## src/rtl/sertx_pkg.sv

```systemverilog
package sertx_pkg;

    localparam int DATA_W  = 8;
    localparam int FRAME_W = 12;                     // start + 9 data + 2 stop
    localparam int LEN_W   = $clog2(FRAME_W + 1);

    typedef enum logic [1:0] {
        LEN_8  = 2'b00,
        LEN_7  = 2'b01,
        LEN_9  = 2'b10,
        LEN_9B = 2'b11
    } len_e;

    typedef enum logic [1:0] {
        PAR_ODD   = 2'b00,
        PAR_EVEN  = 2'b01,
        PAR_MARK  = 2'b10,
        PAR_SPACE = 2'b11
    } par_e;

    typedef struct packed {
        logic [FRAME_W-1:0] bits;    // bit 0 leaves first
        logic [LEN_W-1:0]   nbits;
    } frame_t;

    function automatic frame_t build_frame(
        input logic [DATA_W-1:0] d,
        input len_e              len,
        input logic              pen,
        input logic [1:0]        psel,
        input logic              stop2
    );
        frame_t            f;
        int                ndm;
        logic              has_x;
        logic              xb;
        logic [DATA_W-1:0] dm;
        int                total;
        ndm   = (len == LEN_7) ? 7 : 8;
        dm    = (len == LEN_7) ? {1'b0, d[6:0]} : d;
        has_x = (len == LEN_9) || (len == LEN_9B) || pen;
        if ((len == LEN_9) || (len == LEN_9B)) begin
            xb = psel[0];
        end else begin
            case (par_e'(psel))
                PAR_ODD:  xb = ~(^dm);
                PAR_EVEN: xb = ^dm;
                PAR_MARK: xb = 1'b1;
                default:  xb = 1'b0;
            endcase
        end
        f.bits    = '1;
        f.bits[0] = 1'b0;
        for (int i = 0; i < DATA_W; i++) begin
            if (i < ndm) f.bits[i+1] = d[i];
        end
        for (int i = 1; i < FRAME_W; i++) begin
            if (has_x && (i == ndm + 1)) f.bits[i] = xb;
        end
        total   = 1 + ndm + (has_x ? 1 : 0) + (stop2 ? 2 : 1);
        f.nbits = LEN_W'(total);
        return f;
    endfunction

endpackage

```

## src/rtl/sertx_bit_timer.sv

```systemverilog
module sertx_bit_timer #(
    parameter int TICKS = 16
) (
    input  logic clk,
    input  logic rst,
    input  logic clr,
    input  logic tick,
    output logic bit_end
);
    localparam int CW = (TICKS > 1) ? $clog2(TICKS) : 1;
    localparam logic [CW-1:0] LAST = CW'(TICKS - 1);

    logic [CW-1:0] cnt;

    always_ff @(posedge clk) begin
        if (rst || clr) begin
            cnt <= '0;
        end else if (tick) begin
            cnt <= (cnt == LAST) ? '0 : cnt + 1'b1;
        end
    end

    assign bit_end = tick && (cnt == LAST);

    // without a tick the position inside the bit holds
    p_hold_without_tick_r2: assert property (@(posedge clk) disable iff (rst)
        (!tick && !clr) |=> $stable(cnt));

endmodule

```

## src/rtl/sertx_hold.sv

```systemverilog
module sertx_hold
    import sertx_pkg::*;
(
    input  logic              clk,
    input  logic              rst,
    input  logic              reinit,
    input  logic              wr_en,
    input  logic [DATA_W-1:0] wr_data,
    input  logic              take,
    output logic [DATA_W-1:0] data_q,
    output logic              full
);
    always_ff @(posedge clk) begin
        if (rst) begin
            data_q <= '0;
            full   <= 1'b0;
        end else if (reinit) begin
            full   <= 1'b0;
        end else begin
            if (wr_en) data_q <= wr_data;
            if (wr_en)     full <= 1'b1;
            else if (take) full <= 1'b0;
        end
    end

    // a write always wins over a transfer in the same cycle
    p_write_fills_r8: assert property (@(posedge clk) disable iff (rst)
        (wr_en && !reinit) |=> full);

    // a transfer without a write empties the holding stage
    p_take_empties_r7: assert property (@(posedge clk) disable iff (rst)
        (take && !wr_en && !reinit) |=> !full);

endmodule

```

## src/rtl/sertx_shift.sv

```systemverilog
module sertx_shift
    import sertx_pkg::*;
(
    input  logic   clk,
    input  logic   rst,
    input  logic   reinit,
    input  logic   load,
    input  frame_t frame_in,
    input  logic   bit_end,
    output logic   line,
    output logic   busy,
    output logic   on_last
);
    logic [FRAME_W-1:0] sh;
    logic [LEN_W-1:0]   left;

    always_ff @(posedge clk) begin
        if (rst || reinit) begin
            sh   <= '1;
            left <= '0;
        end else if (load) begin
            sh   <= frame_in.bits;
            left <= frame_in.nbits;
        end else if (bit_end && (left != '0)) begin
            sh   <= {1'b1, sh[FRAME_W-1:1]};
            left <= left - 1'b1;
        end
    end

    assign line    = sh[0];
    assign busy    = (left != '0);
    assign on_last = (left == LEN_W'(1));

    // every frame opens with a low start bit
    p_start_low_r2: assert property (@(posedge clk) disable iff (rst)
        (load && !reinit) |=> (!line && busy));

    // mid-bit the shifter does not move
    p_bit_steady_r2: assert property (@(posedge clk) disable iff (rst)
        (busy && !bit_end && !load && !reinit) |=> $stable(sh));

endmodule

```

## src/rtl/sertx_core.sv

```systemverilog
module sertx_core
    import sertx_pkg::*;
#(
    parameter int TICKS_PER_BIT = 16
) (
    input  logic       clk,
    input  logic       rst,
    input  logic       tick_16x,
    input  logic       wr_en,
    input  logic [7:0] wr_data,
    input  logic [1:0] fmt_len,
    input  logic       par_on,
    input  logic [1:0] par_kind,
    input  logic       stop_two,
    input  logic       brk,
    input  logic       irq_en,
    input  logic       reinit,
    output logic       txd,
    output logic       buf_empty,
    output logic       busy,
    output logic       irq
);
    logic [DATA_W-1:0] hold_data;
    logic              hold_full;
    logic              take;
    logic              bit_end;
    logic              sh_line;
    logic              sh_busy;
    logic              sh_last;
    logic              tmr_clr;
    frame_t            frame;

    assign frame   = build_frame(hold_data, len_e'(fmt_len), par_on, par_kind, stop_two);
    assign take    = hold_full && !reinit && (!sh_busy || (bit_end && sh_last));
    assign tmr_clr = take || reinit || !sh_busy;

    sertx_hold u_hold (
        .clk     (clk),
        .rst     (rst),
        .reinit  (reinit),
        .wr_en   (wr_en),
        .wr_data (wr_data),
        .take    (take),
        .data_q  (hold_data),
        .full    (hold_full)
    );

    sertx_bit_timer #(.TICKS(TICKS_PER_BIT)) u_timer (
        .clk     (clk),
        .rst     (rst),
        .clr     (tmr_clr),
        .tick    (tick_16x),
        .bit_end (bit_end)
    );

    sertx_shift u_shift (
        .clk      (clk),
        .rst      (rst),
        .reinit   (reinit),
        .load     (take),
        .frame_in (frame),
        .bit_end  (bit_end),
        .line     (sh_line),
        .busy     (sh_busy),
        .on_last  (sh_last)
    );

    assign txd       = brk ? 1'b0 : sh_line;
    assign buf_empty = !hold_full;
    assign busy      = sh_busy;
    assign irq       = buf_empty && irq_en;

    // a frame only starts from a filled holding register
    p_start_needs_byte_r7: assert property (@(posedge clk) disable iff (rst)
        $rose(busy) |-> $past(hold_full));

    // reinitialise leaves an empty, quiet block
    p_reinit_quiet_r12: assert property (@(posedge clk) disable iff (rst)
        reinit |=> (buf_empty && !busy && (txd || brk)));

    // idle line rests high unless a break is applied
    p_idle_high_r2: assert property (@(posedge clk) disable iff (rst)
        (!busy && !brk) |-> txd);

    // a write withdraws the request on the next cycle
    p_write_drops_irq_r11: assert property (@(posedge clk) disable iff (rst)
        (wr_en && !reinit) |=> !irq);

endmodule

```

## config.mk

```make
export PLATFORM = sky130hd
export DESIGN_NAME = sertx_core
export DESIGN_NICKNAME = d
export VERILOG_FILES = /design/src/rtl/sertx_pkg.sv /design/src/rtl/sertx_bit_timer.sv /design/src/rtl/sertx_hold.sv /design/src/rtl/sertx_shift.sv /design/src/rtl/sertx_core.sv
export SDC_FILE = /design/constraint.sdc
export NUM_CORES = 1
export LEC_CHECK = 0
export ABC_CLOCK_PERIOD_IN_PS = 2100
export BUFFER_PORTS_ARGS = -buffer_cell sky130_fd_sc_hd__buf_4
export CELL_PAD_IN_SITES_DETAIL_PLACEMENT = 1
export CELL_PAD_IN_SITES_GLOBAL_PLACEMENT = 1
export CORE_ASPECT_RATIO = 2
export CORE_MARGIN = 2
export CORE_UTILIZATION = 42
export CTS_CLUSTER_SIZE = 25
export DETAILED_ROUTE_END_ITERATION = 16
export PLACE_DENSITY_LB_ADDON = 0.1
export SETUP_SLACK_MARGIN = 0.05
export SYNTH_ARGS = -nofsm -noshare
export SYNTH_HDL_FRONTEND = slang
export SYNTH_SLANG_ARGS = --single-unit
```

## constraint.sdc

```tcl
create_clock -name clk -period 2.1 [get_ports clk]
set_input_delay 0.63 -clock clk [delete_from_list [all_inputs] [get_ports clk]]
set_output_delay 0.63 -clock clk [all_outputs]
set_load 0.005 [all_outputs]
```

==> results of run 1 <==
flip-flops by register name, summed over array words and instances, names as in the netlist:
signal and cells:
u_hold.full 1, u_shift.sh 10, u_timer.cnt 4, u_shift.left 4, u_hold.data_q 8
layer usage:
metal	vias to the layer above	GRT usage (%)	part of all wire [%]
li1	649	-	-
met1	644	19.7	35
met2	22	42.7	62
met3	4	2.04	2.0
met4	0	5.71	0.95
met5	-	0	0
worst min path at each step:
stage                            endpoint  slack (ps)  cells past startpoint
2_1_floorplan  u_shift.sh[0]$_SDFFE_PP1P_         430                      2
3_3_place_gp   u_shift.sh[0]$_SDFFE_PP1P_         450                      2
3_5_place_dp   u_shift.sh[0]$_SDFFE_PP1P_         470                      2
4_1_cts        u_shift.sh[0]$_SDFFE_PP1P_         480                      2
5_1_grt        u_shift.sh[0]$_SDFFE_PP1P_         510                      2
6_report       u_shift.sh[0]$_SDFFE_PP1P_         480                      2
kinds of logic after synthesis:
| family | Yosys count | share of synthesized area [%] |
|---|---|---|
| buf+inv | 14 | 4.07 |
| fa+ha+maj | 5 | 4.65 |
| compound gates | 39 | 17.4 |
| simple gates | 61 | 23.5 |
| mux | 13 | 8.96 |
| flops | 27 | 35.9 |
| xor+xnor | 8 | 5.56 |
stage by stage:
stage	setup WS [ps]	std cells	util, %
after floorplan	137	167	-
after global placement	-34.5	243	52.3
after detailed placement	-66.3	243	52.3
after CTS	137	247	53.7
after global routing	69.5	250	54.3
final	184	250	54.3
cell usage after synthesis (2+ instances only):
cell and count:
nor2b_1 3, mux2i_1 12, nand2b_1 2, ha_1 4, nor2_1 22, inv_1 8, a21o_1 2, o21ai_1 3
xor2_1 3, clkbuf_1 2, and2_1 8, a211oi_1 9, nand2_1 7, dfxtp_1 27, nor3b_1 2, o21ai_0 8
nand3_1 2, or2_2 2, a21oi_1 9, xnor2_1 4
worst max-delay path: cells and delay by family, from the launching register on:
kind,cells,cell delay [ps]
compound gates,2,360
fa+ha+maj,1,280
buf+inv,1,170
flops,1,410
simple gates,1,210
mux,1,370
area by class of cell:
class / instances / share of cell area [%]
multi-input cells: 126 / 48.8
flip-flops and latches: 27 / 29.1
repair buffers: 36 / 14.6
well taps: 48 / 3.24
clock buffers: 4 / 2.43
inverters: 9 / 1.82
power by group through the flow:
stage                     Combinational (mW)  Clock (mW)  Sequential [mW]
after floorplan                        0.103           0            0.543
after global placement                 0.171           0            0.545
after detailed placement               0.177           0            0.546
after CTS                              0.178       0.313            0.534
after global routing                   0.194       0.334            0.535
final                                  0.177       0.298            0.533
timing repair:
action	CTS	global route
hold buffers	0	0
gates resized for setup	0	0
endpoints found under the setup margin	0	3
buffers inserted	0	3
==> impl_metrics.yaml, run 1 <==
finish:
  syn_to_final_growth_pct: 23.1
  final_area_um2: 1860
  final_cell_mix: "buf_4, dfxtp_1, nor2_1"
  drive_above_1_share_pct: 26.2
  antenna_cells: 0
  layout_commonest_cell: "buf_4"
  fill_cells: 422
  regArea_um2: 541
  multi_input_area_um2: 906
  finish.net_count: 229
synthesis:
  synth_nets: 193
  synthFlopType: "dfxtp_1"
  seq_area_frac_synth_pct: 35.9
  synth_area_um2: 1510
  synthArstFlopShare_pct: 0
  synth_top_area_share_pct: 35.9
  synth_top_cell_by_area: "dfxtp_1"
  ys_types: 48
  synth-edff-count: 0
  synth_warnings: 0
  synth_area_leaders: "dfxtp_1, mux2i_1, nor2_1"
  yosys_register_bits: 27
  netlist_instances: 167
  synth_area_per_cell_um2: 9.03
worst_setup_path:
  r2r_end: "u_shift.sh[3]$_SDFFE_PP1P_"
  path_cells: "ha_1, nand4_2, mux2_4, buf_4, a211oi_1, o21ai_0"
  required_ps: 2260
  r2r_slack_ps: 180
  ff2ff_path_depth: 6
  end_kind: "register"
  worstSetupStartpoint: "u_timer.cnt[0]$_SDFFE_PP0P_"
  arrival_ps: 2080
  cp_max_fo: 8
  criticalPathCategory: "reg -> reg"
  cp-start-kind: "register"
  max_stage_delay_ps: 410
  timing.rr.start: "u_timer.cnt[0]$_SDFFE_PP0P_"
  endpoint: "u_shift.sh[3]$_SDFFE_PP1P_"
  crit_slowest_cell: "dfxtp_1"
floorplanning:
  fp.dieH_um: 88.7
  die-area_um2: 4110
  io_pins: 25
  num_rows: 30
  fp.dieW_um: 46.4
  core_um2: 3420
  start_util_pct: 44.1
sta:
  fin_crit_sh_pct: 91.2
  whs_ps: 479
  tightestPinTransition_ps: 342
  fin_worst_skew_ps: 2.23
  finalHoldViolCount: 0
  slew_headroom_pct: 77.1
  tns_ps: 0
  setup_viol: 0
  fmax_mhz: 522
  layout_min_cycle_time_ps: 1920
  drv_slew: 0
  rsz0062_at_grt: "no"
drt:
  via_per_inst: 5.28
  routed_wl_um: 3810
  drt_iter0_drc: 16
  ant_nets: 0
  drcViolationCount: 0
  post_drt_wl_per_cell_um: 15.2
  vias: 1319
  dr.pass1.iters: 4
global_route:
  grt_util_all_layers_pct: 20.8
  antenna_found_initial: 0
  grt_max_degree: 15
  grt_pass1_vias: 1425
  grt_pass1_wl_um: 6200
  gr-total-overflow: 0
flow_run:
  cap_violations: 0
power_and_ir_drop:
  power.density_nw_per_um2: 544
  p_sw_share_pct: 25.3
  switchingPower_uw: 255
  pwr-share-seq_pct: 52.9
  ir_drop_v: 0.000449
  p_clk_share_pct: 29.6
  combPwrFrac_pct: 17.6
  p_int_uw: 753
  p_leak_nw: 0.774
  total_power_mw: 1.01
clock_network:
  clk_pin_slew_ps: 90
  cts_tree: "yes"
  cts.sink_count: 27
  cts_buffer_depth: 2
  clock_latency_ps: 270
  h-tree-depth: 1
  clockRootBuffer: "clkbuf_8"
  cts_buffers: 3
worst_hold_path:
  hp-class: "reg -> reg"
  min_from: "u_shift.sh[1]$_SDFFE_PP1P_"
place:
  dpl-instance-area_um2: 1790
  io_buffers: 24
  gp_congestion: 0.861
  place_hpwl_um: 3130
run_status:
  outcome: "complete, no violations"
(Power assumes the default switching activity.)
==> inputs of run 2 (changes only) <==
Settings changed: CORE_MARGIN 2 to unset.
==> run 2 against run 1 <==
  * Clock power grew 2%
  * Hold slack lost 5.3 ps
  * Total power grew 0.69%
  * First-iteration DRC count shrank 31%
  * Design area is the same
  * Global-route usage grew 1.3 points
  * Via count is essentially flat
  * Sequential power is essentially flat
  * Sequential share of layout area is the same
  * Clock skew is essentially flat
  * Non-clock buffer count is the same
  * Flip-flop and latch count is the same
  * Highest routed layer unchanged
==> impl_metrics.yaml, run 2 (synthesis gave the netlist of run 1 again) <==
run_status:
  outcome: "complete, no violations"
power_and_ir_drop:
  total_power_mw: 1.02
  ir_drop_v: 0.000523
  power.density_nw_per_um2: 547
  p_leak_nw: 0.776
worst_hold_path:
  hp-class: "reg -> reg"
  hold_depth: 2
sta:
  setup_viol: 0
  fin_worst_skew_ps: 2.52
  fin_crit_sh_pct: 91.2
  fmax_mhz: 522
  tightestPinTransition_ps: 341
  slew_headroom_pct: 77.2
  layout_min_cycle_time_ps: 1920
  finalHoldViolCount: 0
  whs_ps: 474
  drv_slew: 0
  rsz0062_at_grt: "no"
worst_setup_path:
  criticalPathCategory: "reg -> reg"
  cp-start-kind: "register"
  required_ps: 2280
  critical-path-top-delay-family: "compound AO/OA/AOI/OAI gates"
  end_kind: "register"
  max_stage_delay_ps: 400
  path_buf_inv: 1
  crit_slowest_cell: "dfxtp_1"
  worst-path-stages: 7
  cp_max_fo: 15
  ff2ff_path_depth: 7
  path_cells: "inv_1, ha_1, nand2_4, mux2_4, a221oi_2, o21ai_1, a21o_1"
  arrival_ps: 2100
clock_network:
  cts_tree: "yes"
  clockRootBuffer: "clkbuf_8"
  h-tree-depth: 1
  clk_pin_slew_ps: 90
  cts_buffer_depth: 2
  clock_latency_ps: 280
  cts.sink_count: 27
  cts_setup_buffers: 0
  postCtsHoldBufs: 0
  cts_buffers: 3
  cts.repair.resized: 0
place:
  io_buffers: 24
  gp_congestion: 0.800
  place_hpwl_um: 3100
floorplanning:
  fp.dieW_um: 44.4
  die-area_um2: 3850
  num_rows: 30
  fp.dieH_um: 86.7
  core_um2: 3420
  start_util_pct: 44.1
  io_pins: 25
global_route:
  grt_busiest_layer: "met2"
  antenna_found_initial: 0
  grt_use_met1_pct: 20.9
  grt_pass1_wl_um: 6280
  grt_util_all_layers_pct: 22.1
  gr-total-overflow: 0
  met3_usage_pct: 2.08
  grt_use_met2_pct: 44.0
  grt_max_degree: 16
  grt_pass1_vias: 1419
finish:
  final_cell_mix: "buf_4, dfxtp_1, nor2_1"
  syn_to_final_growth_pct: 23.1
  largest_reg_flops: 10
  top_register: "u_shift.sh"
  drive_above_1_share_pct: 26.2
  largestRegisters: "u_shift.sh: 10 flops, u_hold.data_q: 8 flops"
  finish.net_count: 229
  layout_commonest_cell: "buf_4"
  antenna_cells: 0
drt:
  post_drt_wl_per_cell_um: 15.4
  dr.pass1.iters: 4
  ant_nets: 0
  vias: 1318
  via_per_inst: 5.27
  drcViolationCount: 0
  routed_wl_um: 3860
  drt_iter0_drc: 11
flow_run:
  cap_violations: 0
run 2: cell counts in the layout (fill, tap and decap cells not counted):
No cell type changed its count.
run 2: per-layer routing:
metal	vias up	wire length, µm
met2	22	2280
li1	650	-
met4	0	109
met5	-	0
met3	9	69
met1	637	1390
run 2: layout make-up:
class                   count  area (µm²)
well taps                  48        60.1
fillers                   412        1560
clock buffers               4        45.0
repair buffers             36         270
multi-input cells         126         906
inverters                   9        33.8
flip-flops and latches     27         541
run 2: worst paths after layout:
kind	start	slack [ps]	endpoint
min reg2reg	u_shift.sh[1]$_SDFFE_PP1P_	470	u_shift.sh[0]$_SDFFE_PP1P_
max	u_shift.left[1]$_SDFFE_PP0P_	180	u_shift.sh[8]$_SDFFE_PP1P_
max reg2reg	u_shift.left[1]$_SDFFE_PP0P_	180	u_shift.sh[8]$_SDFFE_PP1P_
min	u_shift.sh[1]$_SDFFE_PP1P_	470	u_shift.sh[0]$_SDFFE_PP1P_
run 2: where the power goes:
part / switching [mW] / total [mW] / internal, mW
registers: 0.0102 / 0.533 / 0.523
clock network: 0.168 / 0.304 / 0.136
logic: 0.0836 / 0.178 / 0.0942
run 2: worst min-delay path, delay by kind of cell, from the launching register on:
kind	cells	cell delay, ps
buffers and inverters	1	40
flip-flops	1	320
AO/OA/AOI/OAI	1	60
run 2: metrics by stage:
stage | cell area, µm² | instances | TNS (ps) | setup slack (ps) | util [%]
floorplan | 1510 | 167 | 0 | 137 | -
global placement | 1810 | 246 | -37.2 | -37.2 | 53.0
detailed placement | 1810 | 246 | -71.7 | -58.5 | 53.0
CTS | 1860 | 250 | 0 | 171 | 54.3
global route | 1860 | 250 | 0 | 72.7 | 54.3
finish | 1860 | 250 | 0 | 184 | 54.3
==> inputs of run 3 (changes only) <==
Settings changed: ABC_CLOCK_PERIOD_IN_PS 2100 to 1800.
Clock period 2.1 ns to 1.8 ns, I/O delays scaled along.
==> run 3 against run 2 <==
  * First-iteration DRC count grew to 2.6 times the previous value
  * Critical path depth fell by 1
  * Core utilization increased by 7.9 points
  * Count of clock-buffer cells in the layout unchanged
  * Total power is 20% higher
  * Clock skew fell by 0.72 ps
  * Cell count rose by 7.2%
  * Sequential share of layout area fell by 3.4 points
==> impl_metrics.yaml, run 3 (synthesis gave the netlist of run 1 again) <==
run_status:
  outcome: "complete, no violations"
drt:
  via_per_inst: 5.35
  drcViolationCount: 0
  routed_wl_um: 4410
  drt_iter0_drc: 29
  ant_nets: 0
  post_drt_wl_per_cell_um: 16.5
  dr.pass1.iters: 4
  vias: 1434
sta:
  layout_min_cycle_time_ps: 1740
  slew_headroom_pct: 75.6
  whs_ps: 488
  fin_worst_skew_ps: 1.81
  rsz0062_at_grt: "yes"
  fmax_mhz: 576
  drv_slew: 0
  setup_viol: 0
  tightestPinTransition_ps: 364
  finalHoldViolCount: 0
  fin_crit_sh_pct: 96.4
  tns_ps: 0
global_route:
  grt_pass1_vias: 1493
  grt_util_all_layers_pct: 23.0
  gr-total-overflow: 0
  antenna_found_initial: 0
  grt_pass1_wl_um: 6580
  grt_max_degree: 15
finish:
  finish.net_count: 247
  antenna_cells: 0
  largest_reg_flops: 10
  fill_cells: 400
  utilization_pct: 62.2
  regArea_um2: 547
  final_cell_mix: "buf_4, nor2_1, dfxtp_1"
  post_layout_nonfiller_instances: 268
  multi_input_area_um2: 1000
  layout_commonest_cell: "buf_4"
  drive_above_1_share_pct: 41.8
  largestRegisters: "u_shift.sh: 10 flops, u_hold.data_q: 8 flops"
  top_register: "u_shift.sh"
  syn_to_final_growth_pct: 41.0
power_and_ir_drop:
  power.density_nw_per_um2: 572
  pwr-share-seq_pct: 51.2
  switchingPower_uw: 313
  p_sw_share_pct: 25.8
  p_clk_share_pct: 28.2
  p_leak_nw: 0.888
  p_int_uw: 903
  total_power_mw: 1.22
  ir_drop_v: 0.000629
  combPwrFrac_pct: 20.5
worst_setup_path:
  criticalPathCategory: "reg -> reg"
  r2r_end: "u_shift.sh[8]$_SDFFE_PP1P_"
  r2r_slack_ps: 60
  timing.rr.start: "u_hold.data_q[0]$_SDFFE_PP0P_"
  cp_max_fo: 3
  endpoint: "u_shift.sh[8]$_SDFFE_PP1P_"
  ff2ff_path_depth: 6
  cp-start-kind: "register"
  worstSetupStartpoint: "u_hold.data_q[0]$_SDFFE_PP0P_"
  end_kind: "register"
  arrival_ps: 1910
  required_ps: 1970
floorplanning:
  io_pins: 25
  num_rows: 30
  start_util_pct: 44.1
  die-area_um2: 3850
  fp.dieH_um: 86.7
  fp.dieW_um: 44.4
  core_um2: 3420
clock_network:
  postCtsHoldBufs: 0
  cts_buffer_depth: 2
  clk_pin_slew_ps: 90
  cts_tree: "yes"
  clockRootBuffer: "clkbuf_8"
  clock_latency_ps: 270
  cts.sink_count: 27
  cts_buffers: 3
  h-tree-depth: 1
place:
  place_hpwl_um: 3410
  gp_congestion: 0.864
  dp_cells: 260
  io_buffers: 24
worst_hold_path:
  hold_depth: 2
  hp-class: "reg -> reg"
flow_run:
  cap_violations: 0
run 3: power by group through the flow:
stage,Clock (mW),Combinational (mW),Sequential [mW]
after detailed placement,0,0.237,0.636
after global routing,0.383,0.268,0.625
after CTS,0.357,0.241,0.622
after floorplan,0,0.125,0.634
after global placement,0,0.226,0.636
final,0.343,0.250,0.623
run 3: worst min-delay path by stage:
stage,from,to,slack (ps)
2_1_floorplan,u_shift.sh[0]$_SDFFE_PP1P_,u_shift.sh[0]$_SDFFE_PP1P_,430
3_3_place_gp,u_shift.sh[0]$_SDFFE_PP1P_,u_shift.sh[0]$_SDFFE_PP1P_,440
6_report,u_shift.sh[1]$_SDFFE_PP1P_,u_shift.sh[0]$_SDFFE_PP1P_,490
5_1_grt,wr_en,u_hold.full$_SDFFE_PP0P_,490
4_1_cts,u_shift.sh[1]$_SDFFE_PP1P_,u_shift.sh[0]$_SDFFE_PP1P_,490
3_5_place_dp,u_shift.sh[1]$_SDFFE_PP1P_,u_shift.sh[0]$_SDFFE_PP1P_,480
run 3: through the flow:
stage | instance area (µm²) | setup slack, ps
6_report | 2130 | 64.1
2_1_floorplan | 1530 | 54.0
3_3_place_gp | 1950 | -126
4_1_cts | 2020 | 53.0
3_5_place_dp | 1950 | -182
5_1_grt | 2130 | -14.6
run 3: final cells by class:
class | count | area share (%)
well taps | 48 | 2.83
inverters | 9 | 1.82
repair buffers | 54 | 20.2
clock buffers | 4 | 2.12
multi-input cells | 126 | 47.3
flip-flops and latches | 27 | 25.7
run 3: timing repair:
| action | in CTS | in global routing |
|---|---|---|
| cloned | 0 | 1 |
| endpoints found under the setup margin | 9 | 11 |
| pin swaps | 0 | 12 |
| buffers inserted | 0 | 3 |
| resized for setup | 5 | 25 |
run 3: worst max-delay path: stages (launching register included):
cell	delay (ps)
dfxtp_1	370
xor2_1	220
xnor2_1	210
xnor3_1	410
a21boi_1	160
o21ai_1	90
a21o_1	170
run 3: per-layer routing:
| metal | track usage, % | share of wire, % | vias up |
|---|---|---|---|
| met5 | 0 | 0 | - |
| met4 | 11.6 | 3.9 | 0 |
| met3 | 1.67 | 1.3 | 13 |
| met2 | 46.5 | 60 | 26 |
| met1 | 20.8 | 34 | 705 |
| li1 | - | - | 690 |
